[src/rtl/sbc_pkg.sv]
package sbc_pkg;

  // Width of one serially assembled value and of the write counter.
  localparam int SBC_VAL_W = 5;
  localparam int SBC_CNT_W = 3;

  typedef logic [SBC_VAL_W-1:0] sbc_val_t;

  // Mirroring encodings driven out on mirror_mode.
  typedef enum logic [1:0] {
    MIR_SINGLE_LO  = 2'd0,
    MIR_SINGLE_HI  = 2'd1,
    MIR_VERTICAL   = 2'd2,
    MIR_HORIZONTAL = 2'd3
  } sbc_mirror_e;

  // Commit destinations, decoded from address bits 14:13.
  typedef enum logic [1:0] {
    TGT_CTRL  = 2'd0,
    TGT_CHR_A = 2'd1,
    TGT_CHR_B = 2'd2,
    TGT_PRG   = 2'd3
  } sbc_target_e;

  localparam sbc_val_t SBC_CTRL_RESET = 5'h1C;
  localparam sbc_val_t SBC_ESC_MASK   = 5'h0C;

  // New bit enters at the top; older bits move toward bit 0.
  function automatic sbc_val_t sbc_shift_in(sbc_val_t cur, logic b);
    return {b, cur[SBC_VAL_W-1:1]};
  endfunction

  // 8 KB character bank numbers are always even.
  function automatic sbc_val_t sbc_even(sbc_val_t v);
    return {v[SBC_VAL_W-1:1], 1'b0};
  endfunction

  function automatic sbc_mirror_e sbc_mirror_of(sbc_val_t ctrl);
    sbc_mirror_e m;
    case (ctrl[1:0])
      2'd0:    m = MIR_SINGLE_LO;
      2'd1:    m = MIR_SINGLE_HI;
      2'd2:    m = MIR_VERTICAL;
      default: m = MIR_HORIZONTAL;
    endcase
    return m;
  endfunction

endpackage

[src/rtl/sbc_serial_loader.sv]
module sbc_serial_loader
  import sbc_pkg::*;
#(
  parameter int ADDR_W = 16,
  parameter int DATA_W = 8
) (
  input  logic                 clk,
  input  logic                 rst_n,
  input  logic [ADDR_W-1:0]    cpu_addr,
  input  logic [DATA_W-1:0]    cpu_wdata,
  input  logic                 cpu_we,
  output logic                 accept,
  output logic                 escape,
  output logic                 commit,
  output sbc_target_e          commit_tgt,
  output sbc_val_t             commit_val,
  output logic [SBC_CNT_W-1:0] fill_cnt
);

  localparam logic [SBC_CNT_W-1:0] LAST_IDX = SBC_CNT_W'(SBC_VAL_W - 1);

  logic                 we_q;
  sbc_val_t             shift_q;
  logic [SBC_CNT_W-1:0] cnt_q;
  logic                 esc_bit;

  // One write per rising strobe edge, upper address half only.
  assign accept     = cpu_we && !we_q && cpu_addr[ADDR_W-1];
  assign esc_bit    = cpu_wdata[DATA_W-1];
  assign escape     = accept && esc_bit;
  assign commit     = accept && !esc_bit && (cnt_q == LAST_IDX);
  assign commit_val = sbc_shift_in(shift_q, cpu_wdata[0]);
  assign commit_tgt = sbc_target_e'(cpu_addr[ADDR_W-2 -: 2]);
  assign fill_cnt   = cnt_q;

  always_ff @(posedge clk) begin
    if (!rst_n) begin
      we_q    <= 1'b0;
      shift_q <= '0;
      cnt_q   <= '0;
    end else begin
      we_q <= cpu_we;
      if (escape || commit) begin
        shift_q <= '0;
        cnt_q   <= '0;
      end else if (accept) begin
        shift_q <= commit_val;
        cnt_q   <= cnt_q + 1'b1;
      end
    end
  end

endmodule

[src/rtl/sbc_bank_regs.sv]
module sbc_bank_regs
  import sbc_pkg::*;
#(
  parameter int PRG_W = 4
) (
  input  logic             clk,
  input  logic             rst_n,
  input  logic             escape,
  input  logic             commit,
  input  sbc_target_e      commit_tgt,
  input  sbc_val_t         commit_val,
  input  logic [PRG_W:0]   prg_bank_count,
  output sbc_val_t         ctrl_q,
  output sbc_val_t         chr_lo4k,
  output sbc_val_t         chr_hi4k,
  output sbc_val_t         chr_8k,
  output logic [PRG_W-1:0] prg_lo16k,
  output logic [PRG_W-1:0] prg_hi16k,
  output logic [PRG_W-2:0] prg_32k,
  output logic [PRG_W-1:0] last_bank
);

  // Bank count minus one, truncated to a bank number.
  function automatic logic [PRG_W-1:0] last_of(logic [PRG_W:0] count);
    logic [PRG_W:0] d;
    d = count - 1'b1;
    return d[PRG_W-1:0];
  endfunction

  function automatic logic [PRG_W-1:0] bank16_of(sbc_val_t v);
    return v[PRG_W-1:0];
  endfunction

  function automatic logic [PRG_W-2:0] bank32_of(sbc_val_t v);
    return v[PRG_W-1:1];
  endfunction

  logic       chr_split;
  logic [1:0] prg_mode;

  assign last_bank = last_of(prg_bank_count);
  assign chr_split = ctrl_q[4];
  assign prg_mode  = ctrl_q[3:2];

  always_ff @(posedge clk) begin
    if (!rst_n) begin
      ctrl_q    <= SBC_CTRL_RESET;
      chr_lo4k  <= '0;
      chr_hi4k  <= '0;
      chr_8k    <= '0;
      prg_lo16k <= '0;
      prg_hi16k <= last_bank;
      prg_32k   <= '0;
    end else if (escape) begin
      ctrl_q <= ctrl_q | SBC_ESC_MASK;
    end else if (commit) begin
      case (commit_tgt)
        TGT_CTRL: ctrl_q <= commit_val;
        TGT_CHR_A: begin
          if (chr_split) chr_lo4k <= commit_val;
          else           chr_8k   <= sbc_even(commit_val);
        end
        TGT_CHR_B: begin
          if (chr_split) chr_hi4k <= commit_val;
        end
        default: begin
          case (prg_mode)
            2'd2: begin
              prg_lo16k <= '0;
              prg_hi16k <= bank16_of(commit_val);
            end
            2'd3: begin
              prg_lo16k <= bank16_of(commit_val);
              prg_hi16k <= last_bank;
            end
            default: prg_32k <= bank32_of(commit_val);
          endcase
        end
      endcase
    end
  end

endmodule

[src/rtl/sbc_mirror_map.sv]
module sbc_mirror_map
  import sbc_pkg::*;
(
  input  sbc_val_t    ctrl,
  output logic [1:0]  mode
);

  sbc_mirror_e m;

  always_comb begin
    m    = sbc_mirror_of(ctrl);
    mode = m;
  end

endmodule

[src/rtl/serial_bank_ctrl.sv]
module serial_bank_ctrl
  import sbc_pkg::*;
#(
  parameter int ADDR_W = 16,
  parameter int DATA_W = 8,
  parameter int PRG_W  = 4
) (
  input  logic                 clk,
  input  logic                 rst_n,
  input  logic [ADDR_W-1:0]    cpu_addr,
  input  logic [DATA_W-1:0]    cpu_wdata,
  input  logic                 cpu_we,
  input  logic [PRG_W:0]       prg_bank_count,
  output logic [SBC_VAL_W-1:0] ctrl_q,
  output logic [1:0]           mirror_mode,
  output logic [SBC_VAL_W-1:0] chr_lo4k,
  output logic [SBC_VAL_W-1:0] chr_hi4k,
  output logic [SBC_VAL_W-1:0] chr_8k,
  output logic [PRG_W-1:0]     prg_lo16k,
  output logic [PRG_W-1:0]     prg_hi16k,
  output logic [PRG_W-2:0]     prg_32k
);

  // Internal events, named so the bound checker can observe them.
  logic                 accept;
  logic                 escape;
  logic                 commit;
  sbc_target_e          commit_tgt;
  sbc_val_t             commit_val;
  logic [SBC_CNT_W-1:0] fill_cnt;
  logic [PRG_W-1:0]     last_bank;

  sbc_serial_loader #(
    .ADDR_W(ADDR_W),
    .DATA_W(DATA_W)
  ) u_loader (
    .clk        (clk),
    .rst_n      (rst_n),
    .cpu_addr   (cpu_addr),
    .cpu_wdata  (cpu_wdata),
    .cpu_we     (cpu_we),
    .accept     (accept),
    .escape     (escape),
    .commit     (commit),
    .commit_tgt (commit_tgt),
    .commit_val (commit_val),
    .fill_cnt   (fill_cnt)
  );

  sbc_bank_regs #(
    .PRG_W(PRG_W)
  ) u_regs (
    .clk            (clk),
    .rst_n          (rst_n),
    .escape         (escape),
    .commit         (commit),
    .commit_tgt     (commit_tgt),
    .commit_val     (commit_val),
    .prg_bank_count (prg_bank_count),
    .ctrl_q         (ctrl_q),
    .chr_lo4k       (chr_lo4k),
    .chr_hi4k       (chr_hi4k),
    .chr_8k         (chr_8k),
    .prg_lo16k      (prg_lo16k),
    .prg_hi16k      (prg_hi16k),
    .prg_32k        (prg_32k),
    .last_bank      (last_bank)
  );

  sbc_mirror_map u_mirror (
    .ctrl (ctrl_q),
    .mode (mirror_mode)
  );

endmodule

[config.mk]
export PLATFORM = sky130hd
export DESIGN_NAME = serial_bank_ctrl
export DESIGN_NICKNAME = d
export VERILOG_FILES = /design/src/rtl/sbc_pkg.sv /design/src/rtl/sbc_serial_loader.sv /design/src/rtl/sbc_bank_regs.sv /design/src/rtl/sbc_mirror_map.sv /design/src/rtl/serial_bank_ctrl.sv
export SDC_FILE = /design/constraint.sdc
export NUM_CORES = 1
export LEC_CHECK = 0
export BUFFER_PORTS_ARGS = -buffer_cell sky130_fd_sc_hd__buf_2
export CAP_MARGIN = 20
export CORE_MARGIN = 10
export CORE_UTILIZATION = 30
export DETAILED_ROUTE_END_ITERATION = 6
export PLACE_DENSITY = 0.54
export SYNTH_ARGS = -nofsm -noshare
export SYNTH_HDL_FRONTEND = slang
export SYNTH_HIERARCHICAL = 1
export SYNTH_SLANG_ARGS = --single-unit
[constraint.sdc]
create_clock -name clk -period 1.87 [get_ports clk]
set_input_delay 0.187 -clock clk [delete_from_list [all_inputs] [get_ports clk]]
set_output_delay 0.187 -clock clk [all_outputs]
set_load 0.05 [all_outputs]
**Word-level counts from Yosys, hierarchy flattened**

Cells that the tools add are included.

- Register bits: 39
- Input port bits: 32
- Output and inout bits: 33
- Logic and storage cells: 59

- Add/subtract/negate cells: 2
- Equality and inequality tests: 11
- Muxes and demuxes: 7
- Bitwise logic cells: 5
- Reduce and logical (&&, ||, !) cells: 23

Operators by type and width:

| cell | count |
|---|---|
| $reduce_and 4->1 | 6 |
| $mux 4 | 4 |
| $pmux 4 s2 | 2 |
| $eq 2x2->1 const B | 4 |
| $pmux 2 s3 | 1 |
| $reduce_or 2->1 | 3 |
| $logic_and 1x1->1 | 5 |
| $not 1->1 | 5 |
| $eq 2x1->1 const B | 2 |
| $logic_not 2->1 | 2 |
| $ne 2x2->1 const B | 2 |
| $sub 4x1->4 const B | 1 |
| $add 3x1->3 const B | 1 |
| $eq 3x3->1 const B | 1 |
| $ne 3x1->1 const B | 1 |
| $reduce_and 3->1 | 1 |
| $reduce_or 3->1 | 1 |
| $logic_not 1->1 | 2 |
| $ne 2x1->1 const B | 1 |
| $reduce_and 2->1 | 1 |
| $reduce_bool 2->1 | 1 |
| $logic_or 1x1->1 | 1 |

**Depth between registers and ports, before layout**

- Depth in word-level cells: 8
- Mapped depth: 8
- Depth with buffers taken out: 7

**Cells and area by module**

The synthesis kept the hierarchy.

Modules (own cells, without submodules):

| module | instances | cells an instance | area each (um^2) | seq. area each (um^2) |
|---|---|---|---|---|
| sbc_bank_regs | 1 | 126 | 1305.0 | 640.6 |
| sbc_serial_loader | 1 | 46 | 439.2 | 160.2 |
| sbc_mirror_map | 1 | 2 | 7.5 | 0.0 |

**Worst setup path before layout**

No wires, ideal clock.

- Kind: reg2reg
- From: register u_loader.we_q
- To: register u_regs.prg_hi16k[0] (enable)
- Library setup time: 0.311 ns
- Data arrival time: 1.451 ns
- Data required time: 1.559 ns
- Slack: 0.108 ns
- Stages on the path, launching flop included: 8
- Path buffers: 1
- Clock period less this slack: 1.762 ns
- Cell sequence: dfxtp_1 > nand3b_4 > buf_4 > clkinv_2 > and2_1 > nor2b_4 > nand4_2 > nand2_1

- Elaborated cells on any way between the ends: 9
- Those cells by class: eq/ne: 2; reduce/logical: 7

RTL lines:

| what | line | source |
|---|---|---|
| start: declaration | sbc_serial_loader.sv:22 | `logic we_q;` |
| start signal: assignment | sbc_serial_loader.sv:42 | `we_q <= cpu_we;` |
| $logic_not 1->1 | sbc_serial_loader.sv:28 | `assign accept = cpu_we && !we_q && cpu_addr[ADDR_W-1];` |
| $logic_and 1x1->1 (2 in series) | sbc_serial_loader.sv:28 |  |
| net accept | serial_bank_ctrl.sv:25 | `logic accept;` |
| $logic_and 1x1->1 | sbc_serial_loader.sv:30 | `assign escape = accept && esc_bit;` |
| net escape | serial_bank_ctrl.sv:26 | `logic escape;` |
| $ne 2x2->1 (no line) | -- |  |
| $reduce_and 4->1 (no line) | -- |  |
| end signal: assignment | sbc_bank_regs.sv:52 | `prg_hi16k <= last_bank;` |
| end signal: assignment | sbc_bank_regs.sv:70 | `prg_hi16k <= bank16_of(commit_val);` |
| end signal: assignment | sbc_bank_regs.sv:74 | `prg_hi16k <= last_bank;` |
| end: declaration | sbc_bank_regs.sv:18 | `output logic [PRG_W-1:0] prg_hi16k,` |

The timed path passes the listed nets, and every way through them passes these cells.
A chain may end at the register's enable or synchronous reset.

**Worst setup path after layout**

- From: register u_loader.cnt_q[0] (netlist: u_loader/fill_cnt[0])
- To: register u_regs.prg_hi16k[1] (enable)

- Word-level cells in the longest chain between the ends: 4

RTL lines:

| what | line | source |
|---|---|---|
| start: declaration | sbc_serial_loader.sv:24 | `logic [SBC_CNT_W-1:0] cnt_q;` |
| start signal: assignment | sbc_serial_loader.sv:48 | `cnt_q <= cnt_q + 1'b1;` |
| $eq 3x3->1 | sbc_serial_loader.sv:31 | `assign commit = accept && !esc_bit && (cnt_q == LAST_IDX);` |
| $logic_and 1x1->1 | sbc_serial_loader.sv:31 |  |
| net commit | serial_bank_ctrl.sv:27 | `logic commit;` |
| $ne 2x1->1 (no line) | -- |  |
| $reduce_and 4->1 (no line) | -- |  |

The timed path passes the listed nets, and every way through them passes these cells.

==> results.md <==
- Status: finished clean
- Max-slew violations: 0
- # rows: 27
- Vias in the first global route: 1245
- WL final: 4030 µm
- Max Root-Sink Buffers: 2
- Post-CTS Hold Fix Bufs: 0
- Crit. End Element: flip-flop
- Non-Filler Instances: 286
- Drt drc: 0
- FF-to-FF End: u_regs/prg_hi16k[1]$_DFFE_PP_
- Switching Power: 404 µW
- FF-to-FF path depth: 8
- Most frequent cells in the layout: buf_2, nand2_1, dfxtp_1
- CP required: 1.86 ns
- Wl on met1: 1900 µm
- Int Pwr: 1350 µW
- Setup-failing EPs final: 0
- Leakage: 0.000974 µW
- Min-Delay Path Class: primary input to flip-flop
- Yosys warnings: 6
- Die H: 96.3 µm
- Most common cell after layout, fill and taps aside: buf_2
- Worst setup startpoint: u_loader/fill_cnt[0]$_SDFFE_PP0P_
- Syn avg cell area: 10.1 µm²
- Fraction of layout cells with a size suffix above 1: 33.6%
- Clk_lat worst skew: 0.29 ns
- Pwr per Cell Area: 821 mW/mm²
- Via count: 1271
- Remaining antenna violation count: 0
- Final net count: 248
- Sequential Power Share: 47.7%
- Largest net degree at the start of global routing: 40
- Critical path arrival: 1.68 ns
- Combinational share of power: 6.7%
- Crit path cell chain: inv_1 -> ha_1 -> nand2_1 -> nor3_2 -> buf_4 -> buf_4 -> nand4_2 -> nand2_1
- Die ar.: 0.00928 mm²
- Core ar.: 0.00557 mm²
- CP max-delay cell: dfxtp_1
- Final Hold Vio Count: 0
- Tmin final: 1.68 ns
- Final Skew: 0.00583 ns
- Synth Cell Area: 0.00175 mm²
- Clock sinks: 38
- Pre-CTS WS: 0.155 ns
- Peak supply drop: 335 µV
- Reg clk slew, reported paths: 0.08 ns
- Area Overhead vs Synth: 22.3%
- Clock root buffer: clkbuf_8
- FF-to-FF setup slack: 0.19 ns
- Initial antenna violation count: 0
- Net count after synthesis: 208
- Worst hold start: cpu_we
- Final worst path period share: 90.1%
- Slowest cell delay on critical path: 0.34 ns
- Largest fanout on the critical path: 6
- GP Congestion: 0.705
- RSZ-0062 raised after global routing: no
- CTS tree: done
- TNS Setup: 0 ns
- Cells after Synth: 173
- Post-route setup slack: 0.185 ns
- CTS buffer count: 5
- Number of instances in the placed design: 277
- Clock share of power: 45.6%
- Max Clk Rate: 594 MHz
- Die width: 96.3 µm
- Drt pass-1 iters: 4
- Vias/cell: 4.44
- Starting density of the core: 31.4%
- CP Class: flip-flop to flip-flop
- R2r startpoint: u_loader/fill_cnt[0]$_SDFFE_PP0P_
- CP Launch Type: flip-flop
- GRT Residual Overflow: 0
- IO buf count: 43
- Sw Share: 23.0%
- Iter 0 DRT Violations: 69
- WHS Endpoint: u_loader/we_q$_SDFF_PN0_
- GRT Overall Usage: 8.83%
- Avg WL per Cell: 14.1 µm
- Hold depth: 2
- Met3 WL: 304 µm
- Antenna diodes: 0
- HPWL Detailed: 2950 µm
- First-pass GRT wire length: 6350 µm
- Fin util: 38.4%
- Maxcap violations: 0
- CTS H-Tree Depth: 2
- Met2 Routed Length: 1770 µm
- DR top layer: met4
- Boundary pin count: 65
timing repair:
item,4_1_cts,5_1_grt
endpoints found under the hold margin,0,0
setup buffers,0,1
gates resized for setup,0,2
setup endpoints to repair,0,4
sequential cells by signal, indices dropped and copies added, names as in the netlist:
signal and count:
u_loader/fill_cnt 3, u_loader/shift_q 4, u_loader/we_q 1, u_regs/chr_8k 4, u_regs/chr_hi4k 5, u_regs/chr_lo4k 5
u_regs/ctrl_q 5, u_regs/prg_32k 3, u_regs/prg_hi16k 4, u_regs/prg_lo16k 4
critical path, delay by kind of cell (launching register included):
family | cells | cell delay [ns]
buffers and inverters | 3 | 0.32
adders and majority gates | 1 | 0.16
and+or+nand+nor | 4 | 0.55
DFF | 1 | 0.34
final cells by class:
| type | count | area (µm²) |
|---|---|---|
| tap | 72 | 90.1 |
| timing repair buffer | 49 | 260 |
| multi-input combinational | 114 | 835 |
| clock inverter | 2 | 38.8 |
| inverter | 5 | 20.0 |
| sequential | 38 | 801 |
| fill | 592 | 3440 |
| clock buffer | 6 | 93.8 |
routing by layer:
metal | up-vias | track usage (%)
met5 | - | 0
met4 | 0 | 3.63
met3 | 4 | 3.50
met2 | 34 | 13.1
met1 | 577 | 11.2
li1 | 656 | -
power groups by stage:
stage | Combinational, µW | Clock (µW) | Sequential (µW)
after detailed placement | 118 | 0 | 856
after global placement | 118 | 0 | 856
after floorplan | 71.0 | 0 | 878
final | 118 | 800 | 836
after global routing | 128 | 846 | 838
after CTS | 118 | 823 | 837
per-stage QoR:
step,hold slack (ns),total power (µW),instance area (µm²)
final,0.142,1750,2140
after global routing,0.157,1810,2140
after CTS,0.132,1780,2120
after detailed placement,0.444,974,1990
after global placement,0.436,974,1990
after floorplan,0.309,949,1750
how the worst max path moves through the flow:
stage	depth (start not counted)	slack [ns]	to
2_1_floorplan	7	0.11	u_regs/prg_hi16k[0]$_DFFE_PP_
3_3_place_gp	8	0.16	u_regs/ctrl_q[4]$_SDFFE_PN1P_
3_5_place_dp	8	0.15	u_regs/ctrl_q[4]$_SDFFE_PN1P_
4_1_cts	8	0.15	u_regs/ctrl_q[4]$_SDFFE_PN1P_
5_1_grt	6	0.02	u_regs/chr_lo4k[1]$_SDFFE_PN0P_
6_report	8	0.19	u_regs/prg_hi16k[1]$_DFFE_PP_
Power figures use the tool's default switching activity.
